$ cat config.mk
export PLATFORM = sky130hd
export DESIGN_NAME = rootptr_xlate
export DESIGN_NICKNAME = d
export VERILOG_FILES = /design/src/rtl/rootptr_pkg.sv /design/src/rtl/rootptr_fields.sv /design/src/rtl/rootptr_bound.sv /design/src/rtl/rootptr_addr.sv /design/src/rtl/rootptr_xlate.sv
export SDC_FILE = /design/constraint.sdc
export NUM_CORES = 1
export LEC_CHECK = 0
export ABC_AREA = 1
export BUFFER_PORTS_ARGS = -buffer_cell sky130_fd_sc_hd__buf_2
export CELL_PAD_IN_SITES_DETAIL_PLACEMENT = 1
export CELL_PAD_IN_SITES_GLOBAL_PLACEMENT = 1
export CORE_UTILIZATION = 34
export CTS_CLUSTER_SIZE = 40
export DETAILED_ROUTE_END_ITERATION = 10
export MAX_ROUTING_LAYER = met4
export PLACE_DENSITY_LB_ADDON = 0.1
export SYNTH_ARGS = -nofsm -noshare
export SYNTH_HDL_FRONTEND = slang
export SYNTH_SLANG_ARGS = --single-unit
$ cat constraint.sdc
create_clock -name clk -period 1.4 [get_ports clk]
set_input_delay 0.07 -clock clk [delete_from_list [all_inputs] [get_ports clk]]
set_output_delay 0.07 -clock clk [all_outputs]
set_load 0.05 [all_outputs]
$ cat src/rtl/rootptr_pkg.sv
package rootptr_pkg;
   localparam int PTR_W     = 64;
   localparam int LIM_W     = 15;
   localparam int SENSE_BIT = 63;
   localparam int LIM_LSB   = 48;
   localparam int DT_LSB    = 32;
   localparam int BASE_LSB  = 4;
   localparam int FLT_W     = 2;
   localparam int FLT_INV   = 0;
   localparam int FLT_LIM   = 1;

   typedef enum logic [1:0] {
      DT_INVALID = 2'd0,
      DT_PAGE    = 2'd1,
      DT_SHORT   = 2'd2,
      DT_LONG    = 2'd3
   } dtype_e;

   typedef enum logic [1:0] {
      KIND_TABLE = 2'd0,
      KIND_PAGE  = 2'd1,
      KIND_FAULT = 2'd2
   } kind_e;
endpackage

$ cat src/rtl/rootptr_fields.sv
module rootptr_fields
   import rootptr_pkg::*;
#(
   parameter int ADDR_W = 32
) (
   input  logic [PTR_W-1:0]  ptr,
   output dtype_e            dt,
   output logic              sense_lo,
   output logic [LIM_W-1:0]  limit,
   output logic [ADDR_W-1:0] base
);
   assign dt       = dtype_e'(ptr[DT_LSB +: 2]);
   assign sense_lo = ptr[SENSE_BIT];
   assign limit    = ptr[LIM_LSB +: LIM_W];
   assign base     = {ptr[ADDR_W-1:BASE_LSB], {BASE_LSB{1'b0}}};
endmodule

$ cat src/rtl/rootptr_bound.sv
module rootptr_bound
   import rootptr_pkg::*;
#(
   parameter int IDX_W = 15
) (
   input  logic [IDX_W-1:0] idx,
   input  logic [LIM_W-1:0] limit,
   input  logic             sense_lo,
   input  dtype_e           dt,
   input  logic             fcl_en,
   output logic             violation
);
   localparam int CMP_W = (IDX_W > LIM_W) ? IDX_W : LIM_W;

   logic [CMP_W-1:0] idx_x;
   logic [CMP_W-1:0] lim_x;
   logic             check_on;

   assign idx_x    = CMP_W'(idx);
   assign lim_x    = CMP_W'(limit);
   // direct-mapped pointers are always bounded
   assign check_on = !(fcl_en && (dt != DT_PAGE));

   always_comb begin
      if (!check_on)     violation = 1'b0;
      else if (sense_lo) violation = (idx_x < lim_x);
      else               violation = (idx_x > lim_x);
   end
endmodule

$ cat src/rtl/rootptr_addr.sv
module rootptr_addr
   import rootptr_pkg::*;
#(
   parameter int ADDR_W = 32,
   parameter int IDX_W  = 15
) (
   input  dtype_e            dt,
   input  logic [ADDR_W-1:0] base,
   input  logic [ADDR_W-1:0] laddr,
   input  logic [IDX_W-1:0]  idx,
   output logic [ADDR_W-1:0] addr
);
   localparam int SHIFT_SHORT = 2;
   localparam int SHIFT_LONG  = 3;

   logic [ADDR_W-1:0] idx_ext;
   logic [ADDR_W-1:0] sum_short;
   logic [ADDR_W-1:0] sum_long;
   logic [ADDR_W-1:0] sum_page;

   assign idx_ext   = ADDR_W'(idx);
   assign sum_short = base + (idx_ext << SHIFT_SHORT);
   assign sum_long  = base + (idx_ext << SHIFT_LONG);
   assign sum_page  = laddr + base;

   always_comb begin
      unique case (dt)
         DT_PAGE:  addr = sum_page;
         DT_SHORT: addr = sum_short;
         DT_LONG:  addr = sum_long;
         default:  addr = '0;
      endcase
   end
endmodule

$ cat src/rtl/rootptr_xlate.sv
module rootptr_xlate
   import rootptr_pkg::*;
#(
   parameter int IDX_W   = 15,
   parameter int ADDR_W  = 32,
   parameter bit REG_OUT = 1'b1
) (
   input  logic              clk,
   input  logic              rst_n,
   input  logic              in_valid,
   output logic              in_ready,
   input  logic [63:0]       in_ptr,
   input  logic [IDX_W-1:0]  in_index,
   input  logic [ADDR_W-1:0] in_laddr,
   input  logic              in_fcl_en,
   output logic              out_valid,
   input  logic              out_ready,
   output logic [1:0]        out_kind,
   output logic [ADDR_W-1:0] out_addr,
   output logic [1:0]        out_fault
);
   if (ADDR_W > 32 || ADDR_W <= BASE_LSB) begin : g_bad_addr_w
      $error("rootptr_xlate: ADDR_W out of range");
   end
   if (IDX_W < 1 || IDX_W > ADDR_W) begin : g_bad_idx_w
      $error("rootptr_xlate: IDX_W out of range");
   end

   dtype_e            dt;
   logic              sense_lo;
   logic [LIM_W-1:0]  limit;
   logic [ADDR_W-1:0] base;
   logic              viol;
   logic [ADDR_W-1:0] raw_addr;
   logic [FLT_W-1:0]  c_fault;
   kind_e             c_kind;
   logic [ADDR_W-1:0] c_addr;

   rootptr_fields #(.ADDR_W(ADDR_W)) u_fields (
      .ptr(in_ptr), .dt(dt), .sense_lo(sense_lo), .limit(limit), .base(base)
   );

   rootptr_bound #(.IDX_W(IDX_W)) u_bound (
      .idx(in_index), .limit(limit), .sense_lo(sense_lo), .dt(dt),
      .fcl_en(in_fcl_en), .violation(viol)
   );

   rootptr_addr #(.ADDR_W(ADDR_W), .IDX_W(IDX_W)) u_addr (
      .dt(dt), .base(base), .laddr(in_laddr), .idx(in_index), .addr(raw_addr)
   );

   always_comb begin
      c_fault          = '0;
      c_fault[FLT_INV] = (dt == DT_INVALID);
      c_fault[FLT_LIM] = (dt != DT_INVALID) && viol;
      if (c_fault != '0) begin
         c_kind = KIND_FAULT;
         c_addr = '0;
      end else begin
         c_kind = (dt == DT_PAGE) ? KIND_PAGE : KIND_TABLE;
         c_addr = raw_addr;
      end
   end

   if (REG_OUT) begin : g_reg
      logic              vq;
      logic [1:0]        kind_q;
      logic [ADDR_W-1:0] addr_q;
      logic [FLT_W-1:0]  fault_q;
      logic              take;

      assign in_ready = !vq || out_ready;
      assign take     = in_valid && in_ready;

      always_ff @(posedge clk or negedge rst_n) begin
         if (!rst_n) begin
            vq      <= 1'b0;
            kind_q  <= '0;
            addr_q  <= '0;
            fault_q <= '0;
         end else begin
            if (take) begin
               vq      <= 1'b1;
               kind_q  <= c_kind;
               addr_q  <= c_addr;
               fault_q <= c_fault;
            end else if (out_ready) begin
               vq <= 1'b0;
            end
         end
      end

      assign out_valid = vq;
      assign out_kind  = kind_q;
      assign out_addr  = addr_q;
      assign out_fault = fault_q;
   end else begin : g_comb
      assign in_ready  = out_ready;
      assign out_valid = in_valid;
      assign out_kind  = c_kind;
      assign out_addr  = c_addr;
      assign out_fault = c_fault;
   end
endmodule

==> metrics.txt, run 1 <==
Final WS setup=-710 ps; clk sink count=37; largest family of logic cells by synthesized area=simple AND/OR/NAND/NOR gates; Num CTS Buffers=5; clk buf depth=2; Syn Inst Count=approximately 700; FP Rows=40; adder-cell share of the synthesized area=a little over an eighth; worst skew pair latency=290 ps; Final Hold Slack=~21 ps; reg-to-reg startpoint=out_valid$_DFFE_PN0P_; Final setup viols=35; RSZ-0062 raised after global routing=yes; critical path class=in -> reg; layout net count=around 1100; CP Capture Type=register; Max FO, Critical Path=7; global route total overflow=0; Worst-Margin Slew=510 ps; fraction of layout cells with a size suffix above 1=55.2%; status=finished with violations; PortBufs=135; Final Hold Viols=0; Clock transition at path regs=about 60 ps; Pwr Total=about 7.1 mW; DRC viols=0; area fraction in compound gates after synthesis=approximately 10%; synth unique cells=37; Min Clock Period, post-route=roughly 2100 ps; CTS tree=yes; Routed WL per cell=approximately 21 um; Die W=approximately 110 um; failing checks=setup timing; Initial DRC Count=between 300 and 400; Layout fillers=about 1600; Setup crit start kind=primary input; synthesized area per cell=approximately 6.0 um2; multiplexer share of the synthesized area=0%; Syn Nets=881; All-Layer GR Usage=approximately a third; routability cong.=0.815; count of boundary I/O pins=about 150; critical path arrival=2340 ps; core area=~0.012 mm2; die footprint=0.0131 mm2; period utilization=151%; DRT antenna net count=0; Pwr per Cell Area=slightly above 900 mW/mm2; initial cell density of the core=35.3%; CTS H-tree depth=2; Setup WS pre-CTS=-890 ps; First-pass DRT Iterations=5; max_cap viols=0; post-route cell area=approximately 0.0077 mm2; Die Y=approximately 110 um; slew margin rel.=about two thirds; Post-synth ARST share=100%; Synthesis Warnings=0; Post-Synth XOR/XNOR Area=around 3.5%; Critical Path RT=roughly 1600 ps; Routed WL=roughly 24 mm; Vias=between 6000 and 7000; dpl cell area=around 0.0061 mm2; clk root buf=clkbuf_16; Critical Path Sink=out_addr[28]$_DFFE_PN0P_; vias in the first global route=6000; initial antenna violation count=0; Avg Vias per Cell=5.29; R2R depth=7; Simple-Gate Fraction of Synth Area=a little over a third; f_max=between 0.4 and 0.5 GHz; number of enable flip-flop cells after synthesis=0; Worst Hold Class=in -> reg; most common flop cell mapped by yosys=dfrtp_1; # diodes=0; detailed placement HPWL=roughly 14 mm; worst IR drop on VDD=approximately 0.43 mV; max-slew violations=0; Layout area overhead=79.6%; first-pass GRT wire length=around 31 mm; FF-to-FF End=out_addr[11]$_DFFE_PN0P_; FF+latch count, synth=37; Seq/Total Area, Yosys=around 21%; synthesized area=between 0.004 and 0.005 mm2; Reg2Reg Setup Slack=-90 ps; Lkg Pwr=4.26 nW; Clock Skews=8.36 ps; crit path from=in_ptr[33]; largest net degree at the start of global routing=38; setup_tns=-13440 ps
worst max-delay path: stages:
cell,delay (ps)
buf_12,120
buf_12,140
nand2_8,110
buf_8,150
o22ai_2,70
nor2_2,200
ha_1,300
nand2_1,100
nand2_2,100
inv_1,120
nand2_2,110
nand2_1,80
nand2_1,70
nand2_1,140
nand3_1,140
nand2_1,140
nand4_1,100
nand2_1,80
state kept, by name, summed over array words and instances (netlist names):
register	cells
out_addr	32
out_valid	1
out_fault	2
out_kind	2
area by class of cell:
class                      count  area [um2]  share of cell area (%)
tap                          168         210                    2.71
sequential                    37         927                    12.0
clock inverter                 2        10.0                   0.129
inverter                     151         587                    7.57
clock buffer                   6         129                    1.66
timing repair buffer         256        1820                    23.4
multi-input combinational    519        4070                    52.5
stage by stage:
step	util, %	cells
finish	63.5	1139
global route	63.5	1139
CTS	57.7	1123
detailed placement	50.2	1098
global placement	50.2	1098
floorplan	-	719
power breakdown:
group | internal, mW | total (mW) | switching, mW
logic | 1.71 | 4.54 | 2.83
clock network | 0.655 | 1.13 | 0.478
registers | 1.27 | 1.42 | 0.152
total | 3.63 | 7.09 | 3.46
routing by layer:
metal | global-route usage, % | up-vias | share of wire (%)
li1 | - | 2711 | -
met1 | 38.4 | 2938 | 40
met2 | 55.4 | 283 | 49
met3 | 3.60 | 97 | 5.1
met4 | 10.7 | 0 | 5.2
met5 | - | - | 0
worst min-delay path by stage:
stage | slack, ps | cells after the start | end | from
floorplan | -230 | 0 | out_addr[0]$_DFFE_PN0P_ | rst_n
global placement | 150 | 2 | out_addr[3]$_DFFE_PN0P_ | rst_n
detailed placement | 160 | 2 | out_addr[3]$_DFFE_PN0P_ | rst_n
CTS | 20 | 3 | out_addr[0]$_DFFE_PN0P_ | in_laddr[0]
global route | 30 | 3 | out_addr[0]$_DFFE_PN0P_ | in_laddr[0]
finish | 20 | 3 | out_addr[0]$_DFFE_PN0P_ | in_laddr[0]
synth_stat cells (2+ instances only):
master    count  area share [%]
nand2_1     265              23
inv_1       149              13
nor2_1       71             6.2
ha_1         45              13
dfrtp_1      37              21
a21oi_1      27             3.1
nand3_1      27             3.1
o21ai_2      19             3.9
nand4_1      15             2.2
xnor2_1      14             2.8
o22ai_1      12             1.7
clkbuf_1      4            0.35
buf_2         3            0.35
xor2_1        3            0.61
buf_1         2            0.17
nand3b_1      2            0.35
nor3_1        2            0.23
o21ai_0       2            0.23
o21ai_1       2            0.23
cell families after synthesis:
logic type      after synthesis
simple gates                389
buf+inv                     163
compound gates               67
fa+ha+maj                    46
flops                        37
xor+xnor                     17
layout by cell type, fill, tap and decap left out, types with 3 or more instances in the layout:
cell,count
nor2_1,45
inv_2,29
nand2_1,173
buf_12,6
inv_4,3
nand4_1,15
a21oi_4,3
nand2_4,20
a21oi_1,7
nand2_2,71
nand3_4,9
o21ai_2,21
xnor2_2,9
inv_1,118
a21oi_2,17
clkbuf_16,5
nor2_4,14
nand3_1,9
ha_1,17
buf_2,129
buf_6,30
dfrtp_1,36
xnor2_4,5
o22ai_2,8
buf_4,88
nand2_8,3
ha_4,23
ha_2,5
nor2_2,14
nand3_2,10
repair_timing:
action	4_1_cts	5_1_grt
gates cloned	2	0
gates resized for setup	149	143
hold endpoints to repair	37	0
endpoints found under the setup margin	35	35
hold buffers	1	0
pin swaps	86	79
buffers inserted	15	20
Note: power is estimated with default switching activity, not from simulation.
==> inputs of run 2 (changes only) <==
--- a/config.mk
+++ b/config.mk
@@ -12,6 +12,7 @@
 export CORE_UTILIZATION = 34
 export CTS_CLUSTER_SIZE = 40
 export DETAILED_ROUTE_END_ITERATION = 10
+export HOLD_SLACK_MARGIN = 0.06
 export MAX_ROUTING_LAYER = met4
 export PLACE_DENSITY_LB_ADDON = 0.1
 export SYNTH_ARGS = -nofsm -noshare
==> run 2 against run 1 <==
Compared with the run above: the run still ends with setup timing left; first-iteration DRC count is 40% higher; total power barely moved; die area stayed put; non-clock buffer count grew 2; critical path type unchanged.
==> metrics.txt, run 2 (same netlist as run 1, synthesis figures left out) <==
status=finished with violations; failing checks=setup timing; Final WS setup=-858 ps; Worst Hold Class=in -> reg; max-slew violations=0; Worst-Margin Slew=between 500 and 600 ps; CTS tree=yes; Pwr per Cell Area=between 900 and 1000 mW/mm2; period utilization=161%; Layout fillers=around 1600; fraction of layout cells with a size suffix above 1=between 50% and 60%; crit-path max cell delay=between 400 and 500 ps; Initial DRC Count=just under 500; CP max-delay cell=nor3_2; Buf/Inv on CP=4; f_max=roughly 0.44 GHz; Clock Skews=7.71 ps; All-Layer GR Usage=32.0%; Critical Path RT=approximately 1600 ps; Num CTS Buffers=5; DRT antenna net count=0; Final Hold Slack=just over 70 ps; Setup WS pre-CTS=-890 ps; Layout area overhead=80.4%; Min Clock Period, post-route=~2300 ps; core area=between 0.01 and 0.015 mm2; Die W=between 100 and 150 um; count of boundary I/O pins=154; layout net count=around 1100; FP Rows=40; clk root buf=clkbuf_16; Top delay family on crit path=simple AND/OR/NAND/NOR gates; dpl cell area=about 0.0061 mm2; vias in the first global route=approximately 6000; global route total overflow=0; Max FO, Critical Path=7; commonest non-fill, non-tap cell in the layout=nand2_1; R2R depth=7; initial antenna violation count=0; Worst path depth=16; Clock transition at path regs=approximately 60 ps; worst IR drop on VDD=0.453 mV; Vias=about 6100; clk sink count=37; DRC viols=0; largest net degree at the start of global routing=38; CP Capture Type=register; Final setup viols=34; post-route cell area=0.00778 mm2; first-pass GRT wire length=between 30 and 40 mm; initial cell density of the core=between 30 and 40%; clk buf depth=2; slew margin rel.=between 60% and 70%; critical-path cell list=buf_12 > buf_12 > nand2_8 > buf_8 > o22ai_2 > nor2_1 > ha_1 > nand2_2 > inv_2 > nand2_4 > nor3_2 > nand2_2 > nand3_1 > nand2_1 > nand4_1 > nand2_1; die footprint=approximately 0.013 mm2; Lkg Pwr=4.27 nW; Final Hold Viols=0; PortBufs=around 140; routability cong.=between 0.8 and 0.9; Die Y=roughly 110 um; WHS Path Cells=3; critical path class=in -> reg; max_cap viols=0; flip-flop count of the largest register after layout=32; detailed placement HPWL=approximately 14 mm; worst skew pair latency=~290 ps; Routed WL per cell=between 20 and 25 um; First-pass DRT Iterations=5; most frequent cells in the layout=nand2_1, buf_2, inv_1, buf_4, nand2_2; CTS H-tree depth=2; Routed WL=~25 mm; RSZ-0062 raised after global routing=yes; Setup crit start kind=primary input; Avg Vias per Cell=5.34; # diodes=0; critical path arrival=2430 ps
-- run 2: cell types whose count changed in the layout (fill, tap and decap cells not counted) --
cell / previous run / this run
nand2_1: 173 / 172
nand2_2: 71 / 72
xnor2_2: 9 / 8
xnor2_4: 5 / 6
dlygate4sd3_1: 1 / 3
-- run 2: timing repair --
item | CTS | global route
setup endpoints to repair | 35 | 35
gates cloned | 2 | 0
hold endpoints to repair | 39 | 0
gates resized for setup | 149 | 146
hold buffers | 3 | 0
pin swaps | 86 | 82
buffers inserted | 15 | 21
-- run 2: routing by layer --
metal	track usage (%)	part of all wire [%]	vias up
met2	55.4	49	321
li1	-	-	2712
met3	3.60	6.4	107
met4	11.1	5.1	0
met5	-	0	-
met1	38.5	40	2952
-- run 2: report_power, final --
part           switching (mW)  internal (mW)  total [mW]
clock network           0.470          0.655        1.12
registers               0.143           1.27        1.41
logic                    2.82           1.73        4.55
-- run 2: worst paths after layout --
check | from | end | slack, ps
max | in_ptr[33] | out_addr[28]$_DFFE_PN0P_ | -860
min | in_laddr[2] | out_addr[2]$_DFFE_PN0P_ | 70
max reg2reg | out_valid$_DFFE_PN0P_ | out_addr[10]$_DFFE_PN0P_ | -40
min reg2reg | out_addr[0]$_DFFE_PN0P_ | out_addr[0]$_DFFE_PN0P_ | 480
max in group asynchronous | rst_n | out_valid$_DFFE_PN0P_ | 620
min in group asynchronous | rst_n | out_addr[5]$_DFFE_PN0P_ | 380
-- run 2: worst register-to-register path: stages, from the launching register on --
cell and delay, ps:
dfrtp_2 440, nand2_8 80, nand2_2 110, nor2_2 150
buf_4 160, nand2_8 90, buf_4 180, o21ai_2 150
-- run 2: metrics by stage --
stage	setup TNS (ps)	power, mW	util (%)	std cells
2_1_floorplan	-9000	3.47	-	719
3_3_place_gp	-19860	4.62	50.2	1098
3_5_place_dp	-23430	4.72	50.2	1098
4_1_cts	-8380	6.34	57.9	1125
5_1_grt	-15620	7.36	63.7	1141
6_report	-13230	7.09	63.7	1141
-- run 2: cell type report --
| cell class | instances | area [um2] | share of cell area (%) |
|---|---|---|---|
| sequential | 37 | 927 | 11.9 |
| clock buffer | 6 | 129 | 1.66 |
| timing repair buffer | 258 | 1840 | 23.6 |
| multi-input combinational | 519 | 4080 | 52.5 |
| clock inverter | 2 | 10.0 | 0.129 |
| inverter | 151 | 587 | 7.54 |
| tap | 168 | 210 | 2.70 |
